$ cat src/rtl/tmr_pkg.sv
package tmr_pkg;
  localparam int OFF_CTRL  = 'h10;
  localparam int OFF_CNT   = 'h14;
  localparam int OFF_MOD   = 'h18;
  localparam int OFF_STAT  = 'h1C;
  localparam int OFF_CHCTL = 'h20;
  localparam int OFF_CHVAL = 'h24;

  localparam logic [1:0] CK_RUN   = 2'b01;
  localparam logic [3:0] CH_SWCMP = 4'h4;

  typedef struct packed {
    logic       ie;
    logic [3:0] mode;
  } ch_ctl_t;
endpackage

$ cat src/rtl/tmr_regs.sv
module tmr_regs
  import tmr_pkg::*;
#(
  parameter int CNT_W = 32,
  parameter int PS_W  = 3
) (
  input  logic             clk,
  input  logic             rst_n,
  input  logic             wr_ctrl,
  input  logic             wr_mod,
  input  logic             wr_chctl,
  input  logic             wr_chval,
  input  logic [CNT_W-1:0] wdata,
  output logic [PS_W-1:0]  ps_q,
  output logic [1:0]       ck_mode_q,
  output logic [CNT_W-1:0] mod_q,
  output ch_ctl_t          ch_ctl_q,
  output logic [CNT_W-1:0] chval_q
);
  logic [PS_W-1:0]  ps_d;
  logic [1:0]       ck_mode_d;
  logic [CNT_W-1:0] mod_d;
  ch_ctl_t          ch_ctl_d;
  logic [CNT_W-1:0] chval_d;

  always_comb begin
    ps_d      = ps_q;
    ck_mode_d = ck_mode_q;
    mod_d     = mod_q;
    ch_ctl_d  = ch_ctl_q;
    chval_d   = chval_q;
    if (wr_ctrl) begin
      ps_d      = wdata[PS_W-1:0];
      ck_mode_d = wdata[PS_W+1:PS_W];
    end
    if (wr_mod)   mod_d = wdata;
    if (wr_chctl) begin
      ch_ctl_d.mode = wdata[5:2];
      ch_ctl_d.ie   = wdata[6];
    end
    if (wr_chval) chval_d = wdata;
  end

  always_ff @(posedge clk or negedge rst_n) begin
    if (!rst_n) begin
      ps_q      <= '0;
      ck_mode_q <= '0;
      mod_q     <= '1;
      ch_ctl_q  <= '0;
      chval_q   <= '0;
    end else begin
      ps_q      <= ps_d;
      ck_mode_q <= ck_mode_d;
      mod_q     <= mod_d;
      ch_ctl_q  <= ch_ctl_d;
      chval_q   <= chval_d;
    end
  end
endmodule

$ cat src/rtl/tmr_prescaler.sv
module tmr_prescaler #(
  parameter int PS_W = 3
) (
  input  logic            clk,
  input  logic            rst_n,
  input  logic            run,
  input  logic            clr,
  input  logic [PS_W-1:0] ps,
  output logic            tick
);
  localparam int DIV_W = (1 << PS_W) - 1;
  localparam int MSK_W = DIV_W + 1;

  logic [DIV_W-1:0] div_q, div_d;
  logic [MSK_W-1:0] one_sh;
  logic [DIV_W-1:0] mask;

  assign one_sh = MSK_W'(1) << ps;
  assign mask   = DIV_W'(one_sh - MSK_W'(1));

  always_comb begin
    div_d = div_q;
    tick  = 1'b0;
    if (clr || !run) begin
      div_d = '0;
    end else if (div_q >= mask) begin
      div_d = '0;
      tick  = 1'b1;
    end else begin
      div_d = div_q + DIV_W'(1);
    end
  end

  always_ff @(posedge clk or negedge rst_n) begin
    if (!rst_n) div_q <= '0;
    else        div_q <= div_d;
  end
endmodule

$ cat src/rtl/tmr_counter.sv
module tmr_counter #(
  parameter int CNT_W = 32
) (
  input  logic             clk,
  input  logic             rst_n,
  input  logic             tick,
  input  logic             clr,
  input  logic [CNT_W-1:0] mod_val,
  output logic [CNT_W-1:0] cnt_q,
  output logic [CNT_W-1:0] cnt_nxt,
  output logic             step
);
  always_comb begin
    cnt_nxt = cnt_q;
    step    = 1'b0;
    if (clr) begin
      cnt_nxt = '0;
    end else if (tick) begin
      step    = 1'b1;
      cnt_nxt = (cnt_q == mod_val) ? '0 : cnt_q + CNT_W'(1);
    end
  end

  always_ff @(posedge clk or negedge rst_n) begin
    if (!rst_n) cnt_q <= '0;
    else        cnt_q <= cnt_nxt;
  end
endmodule

$ cat src/rtl/tmr_channel.sv
module tmr_channel
  import tmr_pkg::*;
#(
  parameter int CNT_W = 32
) (
  input  logic             clk,
  input  logic             rst_n,
  input  ch_ctl_t          ch_ctl,
  input  logic             step,
  input  logic [CNT_W-1:0] cnt_nxt,
  input  logic [CNT_W-1:0] chval,
  input  logic             clr_req,
  output logic             flag_q,
  output logic             set_pulse,
  output logic             irq
);
  logic flag_d;

  always_comb begin
    set_pulse = step && (ch_ctl.mode == CH_SWCMP) && (cnt_nxt == chval);
    flag_d    = flag_q;
    if (clr_req)   flag_d = 1'b0;
    if (set_pulse) flag_d = 1'b1;
  end

  always_ff @(posedge clk or negedge rst_n) begin
    if (!rst_n) flag_q <= 1'b0;
    else        flag_q <= flag_d;
  end

  assign irq = flag_q && ch_ctl.ie;
endmodule

$ cat src/rtl/tmr_cmp_top.sv
module tmr_cmp_top
  import tmr_pkg::*;
#(
  parameter int CNT_W  = 32,
  parameter int ADDR_W = 8,
  parameter int PS_W   = 3
) (
  input  logic              clk,
  input  logic              rst_n,
  input  logic [ADDR_W-1:0] bus_addr,
  input  logic              bus_we,
  input  logic [CNT_W-1:0]  bus_wdata,
  output logic [CNT_W-1:0]  bus_rdata,
  output logic              irq_o
);
  localparam int SYNC_N = 2;

  logic [SYNC_N-1:0] rst_sync_q;
  logic              rst_n_s;

  always_ff @(posedge clk or negedge rst_n) begin
    if (!rst_n) rst_sync_q <= '0;
    else        rst_sync_q <= {rst_sync_q[SYNC_N-2:0], 1'b1};
  end
  assign rst_n_s = rst_sync_q[SYNC_N-1];

  logic wr_ctrl, wr_cnt, wr_mod, wr_stat, wr_chctl, wr_chval;
  assign wr_ctrl  = bus_we && (bus_addr == ADDR_W'(OFF_CTRL));
  assign wr_cnt   = bus_we && (bus_addr == ADDR_W'(OFF_CNT));
  assign wr_mod   = bus_we && (bus_addr == ADDR_W'(OFF_MOD));
  assign wr_stat  = bus_we && (bus_addr == ADDR_W'(OFF_STAT));
  assign wr_chctl = bus_we && (bus_addr == ADDR_W'(OFF_CHCTL));
  assign wr_chval = bus_we && (bus_addr == ADDR_W'(OFF_CHVAL));

  logic [PS_W-1:0]  ps_q;
  logic [1:0]       ck_mode;
  logic [CNT_W-1:0] mod_q, chval_q, cnt_q, cnt_nxt;
  ch_ctl_t          ch_ctl;
  logic             tick, step, flag_q, set_pulse;
  logic [3:0]       ch_mode;
  logic             ch_ie;

  assign ch_mode = ch_ctl.mode;
  assign ch_ie   = ch_ctl.ie;

  tmr_regs #(.CNT_W(CNT_W), .PS_W(PS_W)) regs_i (
    .clk(clk), .rst_n(rst_n_s),
    .wr_ctrl(wr_ctrl), .wr_mod(wr_mod), .wr_chctl(wr_chctl), .wr_chval(wr_chval),
    .wdata(bus_wdata),
    .ps_q(ps_q), .ck_mode_q(ck_mode), .mod_q(mod_q),
    .ch_ctl_q(ch_ctl), .chval_q(chval_q)
  );

  tmr_prescaler #(.PS_W(PS_W)) pre_i (
    .clk(clk), .rst_n(rst_n_s),
    .run(ck_mode == CK_RUN), .clr(wr_cnt), .ps(ps_q), .tick(tick)
  );

  tmr_counter #(.CNT_W(CNT_W)) cnt_i (
    .clk(clk), .rst_n(rst_n_s),
    .tick(tick), .clr(wr_cnt), .mod_val(mod_q),
    .cnt_q(cnt_q), .cnt_nxt(cnt_nxt), .step(step)
  );

  tmr_channel #(.CNT_W(CNT_W)) ch_i (
    .clk(clk), .rst_n(rst_n_s),
    .ch_ctl(ch_ctl), .step(step), .cnt_nxt(cnt_nxt), .chval(chval_q),
    .clr_req(wr_stat && bus_wdata[0]),
    .flag_q(flag_q), .set_pulse(set_pulse), .irq(irq_o)
  );

  always_comb begin
    bus_rdata = '0;
    case (bus_addr)
      ADDR_W'(OFF_CTRL):  bus_rdata = CNT_W'({ck_mode, ps_q});
      ADDR_W'(OFF_CNT):   bus_rdata = cnt_q;
      ADDR_W'(OFF_MOD):   bus_rdata = mod_q;
      ADDR_W'(OFF_STAT):  bus_rdata = CNT_W'(flag_q);
      ADDR_W'(OFF_CHCTL): bus_rdata = CNT_W'({ch_ie, ch_mode, 2'b00});
      ADDR_W'(OFF_CHVAL): bus_rdata = chval_q;
      default:            bus_rdata = '0;
    endcase
  end
endmodule

$ cat config.mk
export PLATFORM = sky130hd
export DESIGN_NAME = tmr_cmp_top
export DESIGN_NICKNAME = d
export VERILOG_FILES = /design/src/rtl/tmr_pkg.sv /design/src/rtl/tmr_regs.sv /design/src/rtl/tmr_prescaler.sv /design/src/rtl/tmr_counter.sv /design/src/rtl/tmr_channel.sv /design/src/rtl/tmr_cmp_top.sv
export SDC_FILE = /design/constraint.sdc
export NUM_CORES = 1
export LEC_CHECK = 0
export ABC_CLOCK_PERIOD_IN_PS = 6840
export BUFFER_PORTS_ARGS = -buffer_cell sky130_fd_sc_hd__buf_4
export CAP_MARGIN = 20
export CORE_AREA = 2 2 127 129
export DETAILED_ROUTE_END_ITERATION = 8
export DIE_AREA = 0 0 129 131
export HOLD_SLACK_MARGIN = 0.05
export PLACE_DENSITY_LB_ADDON = 0.25
export SYNTH_ARGS = -nofsm -noshare
export SYNTH_HDL_FRONTEND = slang
export SYNTH_SLANG_ARGS = --single-unit
$ cat constraint.sdc
create_clock -name clk -period 6.84 [get_ports clk]
set_input_delay 1.368 -clock clk [delete_from_list [all_inputs] [get_ports clk]]
set_output_delay 1.368 -clock clk [all_outputs]
set_load 0.02 [all_outputs]
=== Word level (Yosys, flattened, before mapping) ===
Cells that the tools add are included.

* Bits in registers: 116
* Logic and storage cells: 50

* Add/sub/neg operators: 3
* Order comparisons: 1
* Eq/ne operators: 10
* Shift-type cells: 1
* Mux-type cells: 12
* Reductions and logical operators: 13

{| class="wikitable"
|+ Operators with widths
! operator !! number
|-
| $pmux W32 S6 || 1
|-
| $mux W32 || 3
|-
| $eq A32 B32 Y1 || 2
|-
| $add A32 B1 Y32 const B || 1
|-
| $eq A8 B5 Y1 const B || 4
|-
| $eq A8 B6 Y1 const B || 2
|-
| $mux W7 || 2
|-
| $logic_and A1 B1 Y1 || 10
|-
| $add A7 B1 Y7 const B || 1
|-
| $ge A7 B7 Y1 || 1
|-
| $shl A1 B3 Y7 const A || 1
|-
| $sub A7 B1 Y7 const B || 1
|-
| $mux W1 || 6
|-
| $eq A4 B3 Y1 const B || 1
|-
| $eq A2 B1 Y1 const B || 1
|-
| $reduce_bool A2 Y1 || 1
|-
| $logic_not A1 Y1 || 1
|-
| $logic_or A1 B1 Y1 || 1
|}

=== Depth between registers and ports, before layout ===
Gate-level depths: netlist (run 1).

* Depth after elaboration: 10
* Gate-level depth with buffers: 14
* Depth with buffers taken out: 12

=== Modules after synthesis ===
A second synthesis (run 1) with hierarchy kept.

* Cells, all modules: 623
* Area total of the unflattened synthesis: 7035.5 µm²

{| class="wikitable"
|+ Modules (own cells, without submodules)
! module !! times used !! cells an instance !! area each (µm²) !! sequential area each (µm²)
|-
| tmr_regs || 1 || 156 || 3093.0 || 1891.8
|-
| tmr_counter || 1 || 222 || 2127.0 || 800.8
|-
| tmr_cmp_top || 1 || 144 || 909.6 || 50.0
|-
| tmr_prescaler || 1 || 52 || 494.2 || 175.2
|-
| tmr_channel || 1 || 49 || 411.6 || 25.0
|}

=== Worst setup path after synthesis (run 1) ===
OpenSTA, ideal clock, no wires.

* Path kind: input to output
* From: input port bus_addr[1]
* To: output port bus_rdata[13]
* Arrival time: 3.889 ns
* Setup slack: 1.583 ns
* Stages on the path: 8
* Buffers on the path: 3
* Cell sequence: or4_1 > buf_2 > nor4b_1 > and2_1 > clkbuf_1 > buf_1 > a222oi_1 > inv_1

* Word-level cells in the longest chain between the ends: 2
* Elaborated cells on any way between the ends: 7
* Classes of those cells: eq/ne (6); mux (1)

{| class="wikitable"
|+ RTL lines
! what !! RTL line !! source
|-
| start: declaration || tmr_cmp_top.sv:10 || <nowiki>input logic [ADDR_W-1:0] bus_addr,</nowiki>
|-
| $eq A8 B6 Y1 / $eq A8 B5 Y1 (equally long branches) || tmr_cmp_top.sv:74 || <nowiki>case (bus_addr)</nowiki>
|-
| $pmux W32 S6 * || tmr_cmp_top.sv:74 ||
|-
| end: declaration || tmr_cmp_top.sv:13 || <nowiki>output logic [CNT_W-1:0] bus_rdata,</nowiki>
|}

Mark *: on every way between the ends. The rest lies on a longest branch, timed or not.

=== Worst setup path after layout (run 1) ===
* From: input port bus_addr[1]
* To: output port bus_rdata[3]

The elaborated chain is that of the path after synthesis.

==> impl_metrics.csv, run 1 <==
group,metric,value,unit
clock_tree,clk_latency,420,ps
hold_path,whs_endpoint,"rst_sync_q[1]$_DFF_PN0_",
timing,worst_slack,1510,ps
yosys,ys_warn_count,0,
critical_path,critPathCaptureType,"output pin",
placement,placed_cell_area,8360,um^2
global_routing,grt_max_degree,64,
critical_path,path_max_fanout,17,
global_routing,grt_use_total,31.1,%
timing,whs,355,ps
yosys,avgSynthCellArea,9.15,um^2
floorplan,die_w,129,um
yosys,synth_ff_type,"dfrtp_1",
cells_and_area,drive_above_1_share,27.8,%
global_routing,grt_pass1_wl,39.4,mm
critical_path,critPathLaunchType,"input pin",
power,power_density,222,nW/um^2
cells_and_area,antenna_cells,0,
floorplan,die_area,16900,um^2
yosys,synth-edff-count,0,
clock_tree,htree_levels,4,
clock_tree,post_cts_resized,0,
drt,avgRoutedWirePerCell,22.7,um
hold_path,min_from,"rst_sync_q[0]$_DFF_PN0_",
floorplan,coreArea,15600,um^2
critical_path,timing.rr.start,"cnt_i.cnt_q[14]$_DFF_PN0_",
timing,finalSetupTns,0,ps
clock_tree,cts_root_buffer,"clkbuf_16",
yosys,ys_top_cells_by_area,"dfrtp_1, mux2_2, dfstp_2, xnor2_1, o21ai_0",
drt,ant_nets,0,
timing,worst_slew_pin_slew,1230,ps
power,peakVddDrop,0.167,mV
yosys,ys_ff_latch,116,
hold_path,hp-class,"reg -> reg",
cells_and_area,regArea,2950,um^2
cells_and_area,fin_area,8930,um^2
timing,finalCritPeriodShare,77.9,%
power,combinationalPowerShare,14.6,%
cells_and_area,utilization,57.2,%
power,power_switching,0.000617,W
timing,rsz0062_at_grt,"false",
yosys,ys_seq_area_share,38.6,%
power,p_leak,3.86,nW
clock_tree,cts.sinks,116,
clock_tree,clkTransAtPathRegs,60,ps
power,cellInternalPower,0.00137,W
yosys,synth.top_cell.area_share,27.6,%
timing,hold_viol_final,0,
yosys,syn_inst,834,
global_routing,grt_pass1_vias,6806,
floorplan,pin_count,76,
drt,drt_first_pass_iters,6,
clock_tree,cts_hold_buf,0,
power,clkPwrFrac,43.7,%
placement,gp_congestion,1.01,
cells_and_area,multi_input_area,4290,um^2
timing,fmax,188,MHz
placement,dp_hpwl,18.0,mm
cells_and_area,fin_nets,937,
hold_path,min_path_cells,0,
timing,fin_skew,8.40,ps
yosys,synth.most_common_cell,"dfrtp_1",
yosys,synth_fp_nets,886,
critical_path,cp_data_arrival_time,3960,ps
yosys,synth_async_sr_flop_share,100,%
floorplan,fp-row-count,46,
yosys,yosys.area.top_type,"dfrtp_1",
drt,via_per_inst,6.41,
critical_path,cp_data_required_time,5470,ps
clock_tree,numCtsBuffers,17,
critical_path,r2r_slack,1740,ps
critical_path,path_class,"in -> out",
floorplan,initial_core_util,48.9,%
cells_and_area,fill_cells,1422,
timing,finalCriticalPeriod,5330,ps
cells_and_area,areaGrowthSynthToFinish,17.1,%
power,switching_share,31.1,%
global_routing,grt_overflow,0,
drt,vias,7136,
drt,remaining_drc_errors,0,
placement,port_buffers,75,
clock_tree,cts_tree,"yes",
drt,drt-initial-drc-count,914,
run_status,status,"complete, no violations",
floorplan,die_h,131,um
timing,drv_slew,0,
yosys,synth.distinct_cells,67,
clock_tree,post_cts_buffers,0,
critical_path,r2r_cells,10,
timing,max-slew-margin-rel,17.4,%
placement,place_ws,1510,ps
global_routing,antenna_found_initial,0,
power,seq_power_share,41.6,%
timing,setup_viol,0,
clock_tree,clock_path_buffers,2,
critical_path,r2r-end,"ch_i.flag_q$_DFFE_PN0P_",
drt,wl,25.3,mm
yosys,synth_common_cells,"dfrtp_1, mux2_2, nand2_1, o21ai_0, a21oi_1",
yosys,syn_area,7630,um^2
job,drv_cap,0,
final cells by class:
| class | count | share of cell area, % |
|---|---|---|
| tap | 216 | 3.03 |
| clock inverter | 15 | 1.64 |
| sequential | 116 | 33.0 |
| multi-input combinational | 616 | 48.1 |
| inverter | 42 | 1.77 |
| timing repair buffer | 92 | 7.74 |
| clock buffer | 17 | 4.76 |
layer usage:
metal | wire length, um | GRT usage [%]
met5 | 0 | 0
met4 | 820 | 13.2
met3 | 2250 | 6.27
met2 | 11700 | 48.5
met1 | 10500 | 42.4
registers in the layout (all words and copies together) (netlist names):
name,count
rst_sync_q,2
ch_i.flag_q,1
regs_i.ps_q,3
cnt_i.cnt_q,32
pre_i.div_q,7
regs_i.mod_q,32
regs_i.ck_mode_q,2
regs_i.chval_q,32
regs_i.ch_ctl_q,5
cells by family (layout without fill, tap and decap cells):
logic type	count (synthesis)	in the layout	synth area share, %
mux	83	83	12.2
xor+xnor	47	47	5.40
other cells	1	1	0.0492
flops	116	116	38.6
buf+inv	102	166	5.45
fa+ha+maj	9	9	1.48
compound gates	201	201	17.8
simple gates	275	275	19.0
per-stage QoR:
step | power, W | instances
after floorplan | 0.000986 | 834
after global placement | 0.00111 | 1082
after detailed placement | 0.00111 | 1082
after global routing | 0.00206 | 1114
final | 0.00198 | 1114
after CTS | 0.00198 | 1114
critical path, stage by stage:
cell,delay (ps)
buf_4,100
or4_1,660
nor4b_1,300
buf_4,210
and2_1,550
buf_4,350
a22oi_1,130
o21ai_0,100
buf_4,160
worst max path at each step:
stage                     start            end  cells after the start
detailed placement  bus_addr[1]   bus_rdata[3]                      9
floorplan           bus_addr[1]  bus_rdata[13]                      8
global route        bus_addr[1]   bus_rdata[2]                      9
global placement    bus_addr[1]   bus_rdata[4]                      9
finish              bus_addr[1]   bus_rdata[3]                      9
CTS                 bus_addr[1]   bus_rdata[3]                      9
power groups by stage:
stage	combinational (W)	sequential, W	clock, W
final	0.000291	0.000826	0.000868
after CTS	0.000284	0.000821	0.000879
after global placement	0.000281	0.000834	0
after detailed placement	0.000281	0.000833	0
after floorplan	0.000198	0.000788	0
after global routing	0.000310	0.000831	0.000921
cell usage in the layout, fill, tap and decap left out, drive strengths merged, types with 32 or more instances in the layout:
| cell type | instances |
|---|---|
| o21ai | 57 |
| dfrtp | 84 |
| mux2 | 79 |
| nor2 | 43 |
| xnor2 | 41 |
| nand2 | 68 |
| buf | 92 |
| inv | 50 |
| dfstp | 32 |
| a21oi | 45 |
| nand3 | 34 |
Power figures use the tool's default switching activity.
==> run 2, diff against run 1 <==
- ABC_AREA: not set -> 1
- ABC_CLOCK_PERIOD_IN_PS: 6840 -> 5300
- CORE_AREA: 2 2 127 129 -> 2 2 125 127
- DIE_AREA: 0 0 129 131 -> 0 0 127 129
- clock period: 6.84 -> 5.3 ns (I/O delays scaled with it)
==> run 2 against run 1 <==
Total power up 36%; critical path depth unchanged; wire length down 22%; largest cell class unchanged; clock skew down 1.1 ps; hold slack worse by 1.3 ps; first-iteration DRC count down 38%; design area down 2.7%; non-clock buffer count down 10.
==> impl_metrics.csv, run 2 <==
group,metric,value,unit
global_routing,grt_overflow,0,
floorplan,initial_core_util,49.2,%
timing,fmax,249,MHz
floorplan,die_area,16400,um^2
clock_tree,post_cts_resized,0,
critical_path,cp_data_required_time,4240,ps
drt,drt_first_pass_iters,5,
yosys,synth-compound-area-share,11.5,%
clock_tree,htree_levels,4,
job,drv_cap,0,
clock_tree,cts.sinks,116,
cells_and_area,utilization,58.0,%
yosys,synth_xor_xnor_area_share,5.59,%
yosys,ys_top_cells_by_area,"dfrtp_1, nand2_1, dfstp_2, inv_1, o21ai_0",
yosys,syn_area,7370,um^2
yosys,muxShareOfSynthArea,0,%
yosys,synth.distinct_cells,40,
placement,port_buffers,75,
global_routing,grt_pass1_vias,6627,
clock_tree,post_cts_buffers,0,
drt,via_per_inst,5.27,
clock_tree,clk_latency,430,ps
yosys,synth.most_common_cell,"nand2_1",
power,power,0.00269,W
cells_and_area,mostFrequentLayoutCell,"nand2_1",
yosys,synth.top_cell.area_share,28.5,%
yosys,ys_warn_count,0,
critical_path,cp_data_arrival_time,2960,ps
cells_and_area,most-common-layout-cells,"nand2_1, inv_1, o21ai_0",
placement,dp_hpwl,14.4,mm
global_routing,met2_usage,39.7,%
timing,setup_viol,0,
timing,finalCritPeriodShare,75.9,%
global_routing,antenna_found_initial,0,
cells_and_area,antenna_cells,0,
power,p_leak,4.14,nW
critical_path,path_max_fanout,19,
placement,dp_cells,1286,
clock_tree,clkTransAtPathRegs,60,ps
timing,finalCriticalPeriod,4020,ps
timing,drv_slew,0,
cells_and_area,fill_cells,1439,
drt,drt-initial-drc-count,571,
floorplan,die_w,127,um
global_routing,grt_pass1_wl,32.8,mm
timing,hold_viol_final,0,
timing,worst_slew_pin_slew,1040,ps
run_status,status,"complete, no violations",
drt,wl,19.7,mm
timing,fin_skew,7.32,ps
yosys,syn_inst,1054,
placement,gp_congestion,0.916,
floorplan,die_h,129,um
yosys,synth_ff_type,"dfrtp_1",
critical_path,r2r_cells,17,
clock_tree,cts_tree,"yes",
clock_tree,clock_path_buffers,2,
global_routing,grt_max_degree,67,
floorplan,fp-row-count,45,
global_routing,grt_use_met3,6.40,%
cells_and_area,fin_cells,1319,
yosys,synth_top_family_by_area,"simple AND/OR/NAND/NOR gates",
yosys,synthSimpleGateAreaFrac,31.4,%
hold_path,hp-class,"reg -> async",
power,peakVddDrop,0.232,mV
drt,avgRoutedWirePerCell,14.9,um
power,power_density,310,nW/um^2
timing,max-slew-margin-rel,30.7,%
floorplan,coreArea,15000,um^2
drt,vias,6954,
yosys,yosys.area.top_type,"dfrtp_1",
yosys,ys_ff_latch,116,
yosys,synth_fp_nets,1106,
cells_and_area,fin_nets,1170,
drt,ant_nets,0,
global_routing,use_met1,34.5,%
yosys,ys_seq_area_share,39.9,%
timing,finalSetupTns,0,ps
global_routing,grt_use_total,25.3,%
drt,remaining_drc_errors,0,
floorplan,pin_count,76,
yosys,avgSynthCellArea,6.99,um^2
critical_path,critPathLaunchType,"input pin",
cells_and_area,reg.largest.list,"cnt_i.cnt_q (32), regs_i.chval_q (32), regs_i.mod_q (32)",
clock_tree,numCtsBuffers,17,
clock_tree,cts_hold_buf,0,
timing,rsz0062_at_grt,"false",
yosys,synth-adder-area-share,1.53,%
yosys,synth_common_cells,"nand2_1, inv_1, dfrtp_1, o21ai_0, nor2_1",
clock_tree,cts_root_buffer,"clkbuf_16",
cells_and_area,areaGrowthSynthToFinish,17.9,%
critical_path,critPathCaptureType,"output pin",
cells_and_area,drive_above_1_share,14.9,%
global_routing,grt_busiest_layer,"met2",
yosys,synth-edff-count,0,
critical_path,path_class,"in -> out",
yosys,synth_async_sr_flop_share,100,%
run 2: cell types whose count changed after synthesis, moves of 16 or more:
cell	before	now
o221ai_1	0	24
o21ai_0	52	84
nand3_1	34	57
a21oi_1	45	10
clkbuf_1	39	23
mux2_2	79	0
a222oi_1	25	0
inv_1	42	147
nand2_1	67	358
nor2_1	42	81
run 2: final timing paths:
path,from,slack (ps),endpoint
max,bus_addr[7],1280,bus_rdata[1]
min,rst_sync_q[1]$_DFF_PN0_,350,pre_i.div_q[1]$_DFF_PN0_
max reg2reg,regs_i.ps_q[1]$_DFFE_PN0P_,1950,ch_i.flag_q$_DFFE_PN0P_
min reg2reg,rst_sync_q[1]$_DFF_PN0_,350,pre_i.div_q[1]$_DFF_PN0_
max in group asynchronous,rst_sync_q[1]$_DFF_PN0_,3640,cnt_i.cnt_q[16]$_DFF_PN0_
min in group clk,rst_sync_q[0]$_DFF_PN0_,350,rst_sync_q[1]$_DFF_PN0_
run 2: power breakdown:
| group | switching (W) | internal, W |
|---|---|---|
| combinational | 0.000268 | 0.000176 |
| sequential | 0.000106 | 0.000967 |
| clock | 0.000428 | 0.000745 |
| total | 0.000801 | 0.00189 |
run 2: stage by stage:
stage	area, um^2	setup WS, ps	hold WS (ps)
final	8690	1280	354
after global routing	8690	1100	358
after CTS	8660	1270	356
after detailed placement	8060	1270	343
after global placement	8060	1300	340
after floorplan	7370	1820	331
run 2: logic make-up (layout without fill, tap and decap cells):
family	Yosys count	in the layout
AOI/OAI and AO/OA	141	141
xor gates and xnor gates	47	47
adders and majority gates	9	9
buffers and inverters	188	265
DFF	116	116
other	1	1
and+or+nand+nor	552	552
run 2: area by class of cell:
type / count / area [um^2] / area share [%]
flip-flops and latches: 116 / 2950 / 33.9
inverters: 151 / 567 / 6.52
multi-input cells: 750 / 3700 / 42.6
clock inverters: 14 / 161 / 1.86
repair buffers: 82 / 636 / 7.32
well taps: 188 / 235 / 2.71
clock buffers: 18 / 439 / 5.05
run 2: layer usage:
layer / vias to the layer above / part of all wire [%]
met4: 0 / 1.8
met3: 28 / 6.0
met1: 3244 / 46
met5: - / 0
li1: 3489 / -
met2: 193 / 46
run 2: critical path, cell delays in order:
cell       delay [ps]
buf_4             100
or2_1             260
nor2_4            160
inv_1             120
nor3_4            510
buf_4             370
nand2_1            90
o2111ai_1         120
buf_4             180
==> run 3, diff against run 2 <==
- ABC_CLOCK_PERIOD_IN_PS: 5300 -> 3430
- clock period: 5.3 -> 3.43 ns (I/O delays scaled with it)
==> run 3 against run 2 <==
Via count grew 1.5%; utilization grew 0.35 points; final cell count grew 0.61%; sequential power grew 54%; clock power grew 51%; count of clock-buffer cells in the layout grew 1; global-route usage grew 0.76 points; hold slack lost 88 ps; design area grew 0.60%; total power grew 53%.
==> impl_metrics.csv, run 3 (synthesis results as in run 2) <==
group,metric,value,unit
clock_tree,clk_latency,420,ps
timing,finalCritPeriodShare,87.4,%
global_routing,grt_max_degree,85,
timing,hold_viol_final,0,
placement,dp_hpwl,14.5,mm
cells_and_area,fin_nets,1178,
cells_and_area,areaGrowthSynthToFinish,18.6,%
clock_tree,clkTransAtPathRegs,60,ps
timing,worst_slew_pin_slew,591,ps
timing,fin_skew,5.86,ps
cells_and_area,most-common-layout-cells,"nand2_1, inv_1, buf_4",
timing,finalSetupTns,0,ps
timing,worst_slack,432,ps
cells_and_area,reg.largest.list,"cnt_i.cnt_q (32), regs_i.chval_q (32), regs_i.mod_q (32)",
hold_path,hp-class,"reg -> async",
job,drv_cap,0,
global_routing,antenna_found_initial,0,
drt,drt-initial-drc-count,646,
clock_tree,cts_root_buffer,"clkbuf_16",
cells_and_area,drive_above_1_share,15.4,%
critical_path,path_class,"in -> out",
critical_path,cp_data_required_time,2740,ps
cells_and_area,utilization,58.4,%
floorplan,coreArea,15000,um^2
critical_path,critPathCaptureType,"output pin",
placement,port_buffers,75,
floorplan,die_area,16400,um^2
timing,fmax,334,MHz
placement,gp_congestion,0.902,
clock_tree,cts_tree,"yes",
clock_tree,post_cts_buffers,0,
clock_tree,numCtsBuffers,17,
placement,placed_cell_area,8150,um^2
cells_and_area,fill_cells,1415,
drt,ant_nets,0,
drt,remaining_drc_errors,0,
drt,avgRoutedWirePerCell,15.0,um
global_routing,grt_use_total,26.1,%
timing,setup_viol,0,
floorplan,fp-row-count,45,
clock_tree,cts.sinks,116,
clock_tree,clock_path_buffers,2,
clock_tree,htree_levels,4,
cells_and_area,fin_area,8740,um^2
drt,wl,19.9,mm
run_status,status,"complete, no violations",
cells_and_area,mostFrequentLayoutCell,"nand2_1",
power,power,0.00412,W
floorplan,initial_core_util,49.2,%
timing,rsz0062_at_grt,"false",
cells_and_area,antenna_cells,0,
placement,place_ws,463,ps
timing,drv_slew,0,
global_routing,grt_overflow,0,
floorplan,die_w,127,um
floorplan,die_h,129,um
drt,drt_first_pass_iters,5,
critical_path,path_max_fanout,6,
power,peakVddDrop,0.345,mV
critical_path,critPathLaunchType,"input pin",
drt,via_per_inst,5.32,
drt,vias,7056,
timing,finalCriticalPeriod,3000,ps
clock_tree,cts_hold_buf,1,
power,p_leak,4.17,nW
floorplan,pin_count,76,
timing,max-slew-margin-rel,60.6,%
critical_path,cp_data_arrival_time,2310,ps
clock_tree,post_cts_resized,0,
power,power_density,471,nW/um^2
global_routing,grt_pass1_wl,33.7,mm
global_routing,grt_pass1_vias,6810,
-- run 3: path summary, 6_finish.rpt --
check | end | depth (start not counted) | slack (ps) | start
worst min register to register | pre_i.div_q[5]$_DFF_PN0_ | 0 | 270 | rst_sync_q[1]$_DFF_PN0_
worst max register to register | ch_i.flag_q$_DFFE_PN0P_ | 18 | 510 | regs_i.ps_q[2]$_DFFE_PN0P_
min in group clk | rst_sync_q[1]$_DFF_PN0_ | 0 | 350 | rst_sync_q[0]$_DFF_PN0_
worst max-delay path | bus_rdata[6] | 8 | 430 | bus_addr[7]
worst min-delay path | pre_i.div_q[5]$_DFF_PN0_ | 0 | 270 | rst_sync_q[1]$_DFF_PN0_
max in group asynchronous | regs_i.mod_q[16]$_DFFE_PN1P_ | 1 | 2340 | rst_sync_q[1]$_DFF_PN0_
-- run 3: critical path, cell delays in order --
cell	delay [ps]
buf_4	100
or2_1	260
nor3_1	260
nand2_1	120
nor2_1	390
a221oi_1	170
o21ai_0	140
buf_4	190
-- run 3: layout make-up --
class	count	area, um^2	share of cell area (%)
sequential	116	2950	33.7
tap	188	235	2.69
clock buffer	19	453	5.18
multi-input combinational	750	3700	42.4
inverter	151	567	6.48
timing repair buffer	90	703	8.04
clock inverter	13	133	1.52
-- run 3: routing by layer --
| layer | global-route usage, % | up-vias | share of wire, % |
|---|---|---|---|
| met4 | 8.27 | 0 | 1.8 |
| li1 | - | 3501 | - |
| met3 | 4.78 | 28 | 6.1 |
| met1 | 35.0 | 3272 | 45 |
| met2 | 43.2 | 255 | 47 |
| met5 | 0 | - | 0 |
-- run 3: through the flow --
| stage | hold slack (ps) | instances |
|---|---|---|
| after global routing | 310 | 1327 |
| final | 266 | 1327 |
| after global placement | 279 | 1294 |
| after floorplan | 331 | 1054 |
| after detailed placement | 281 | 1294 |
| after CTS | 286 | 1327 |
-- run 3: power breakdown --
group | internal [W] | switching, W
clock network | 0.00110 | 0.000665
logic | 0.000278 | 0.000418
registers | 0.00149 | 0.000159
total | 0.00287 | 0.00124
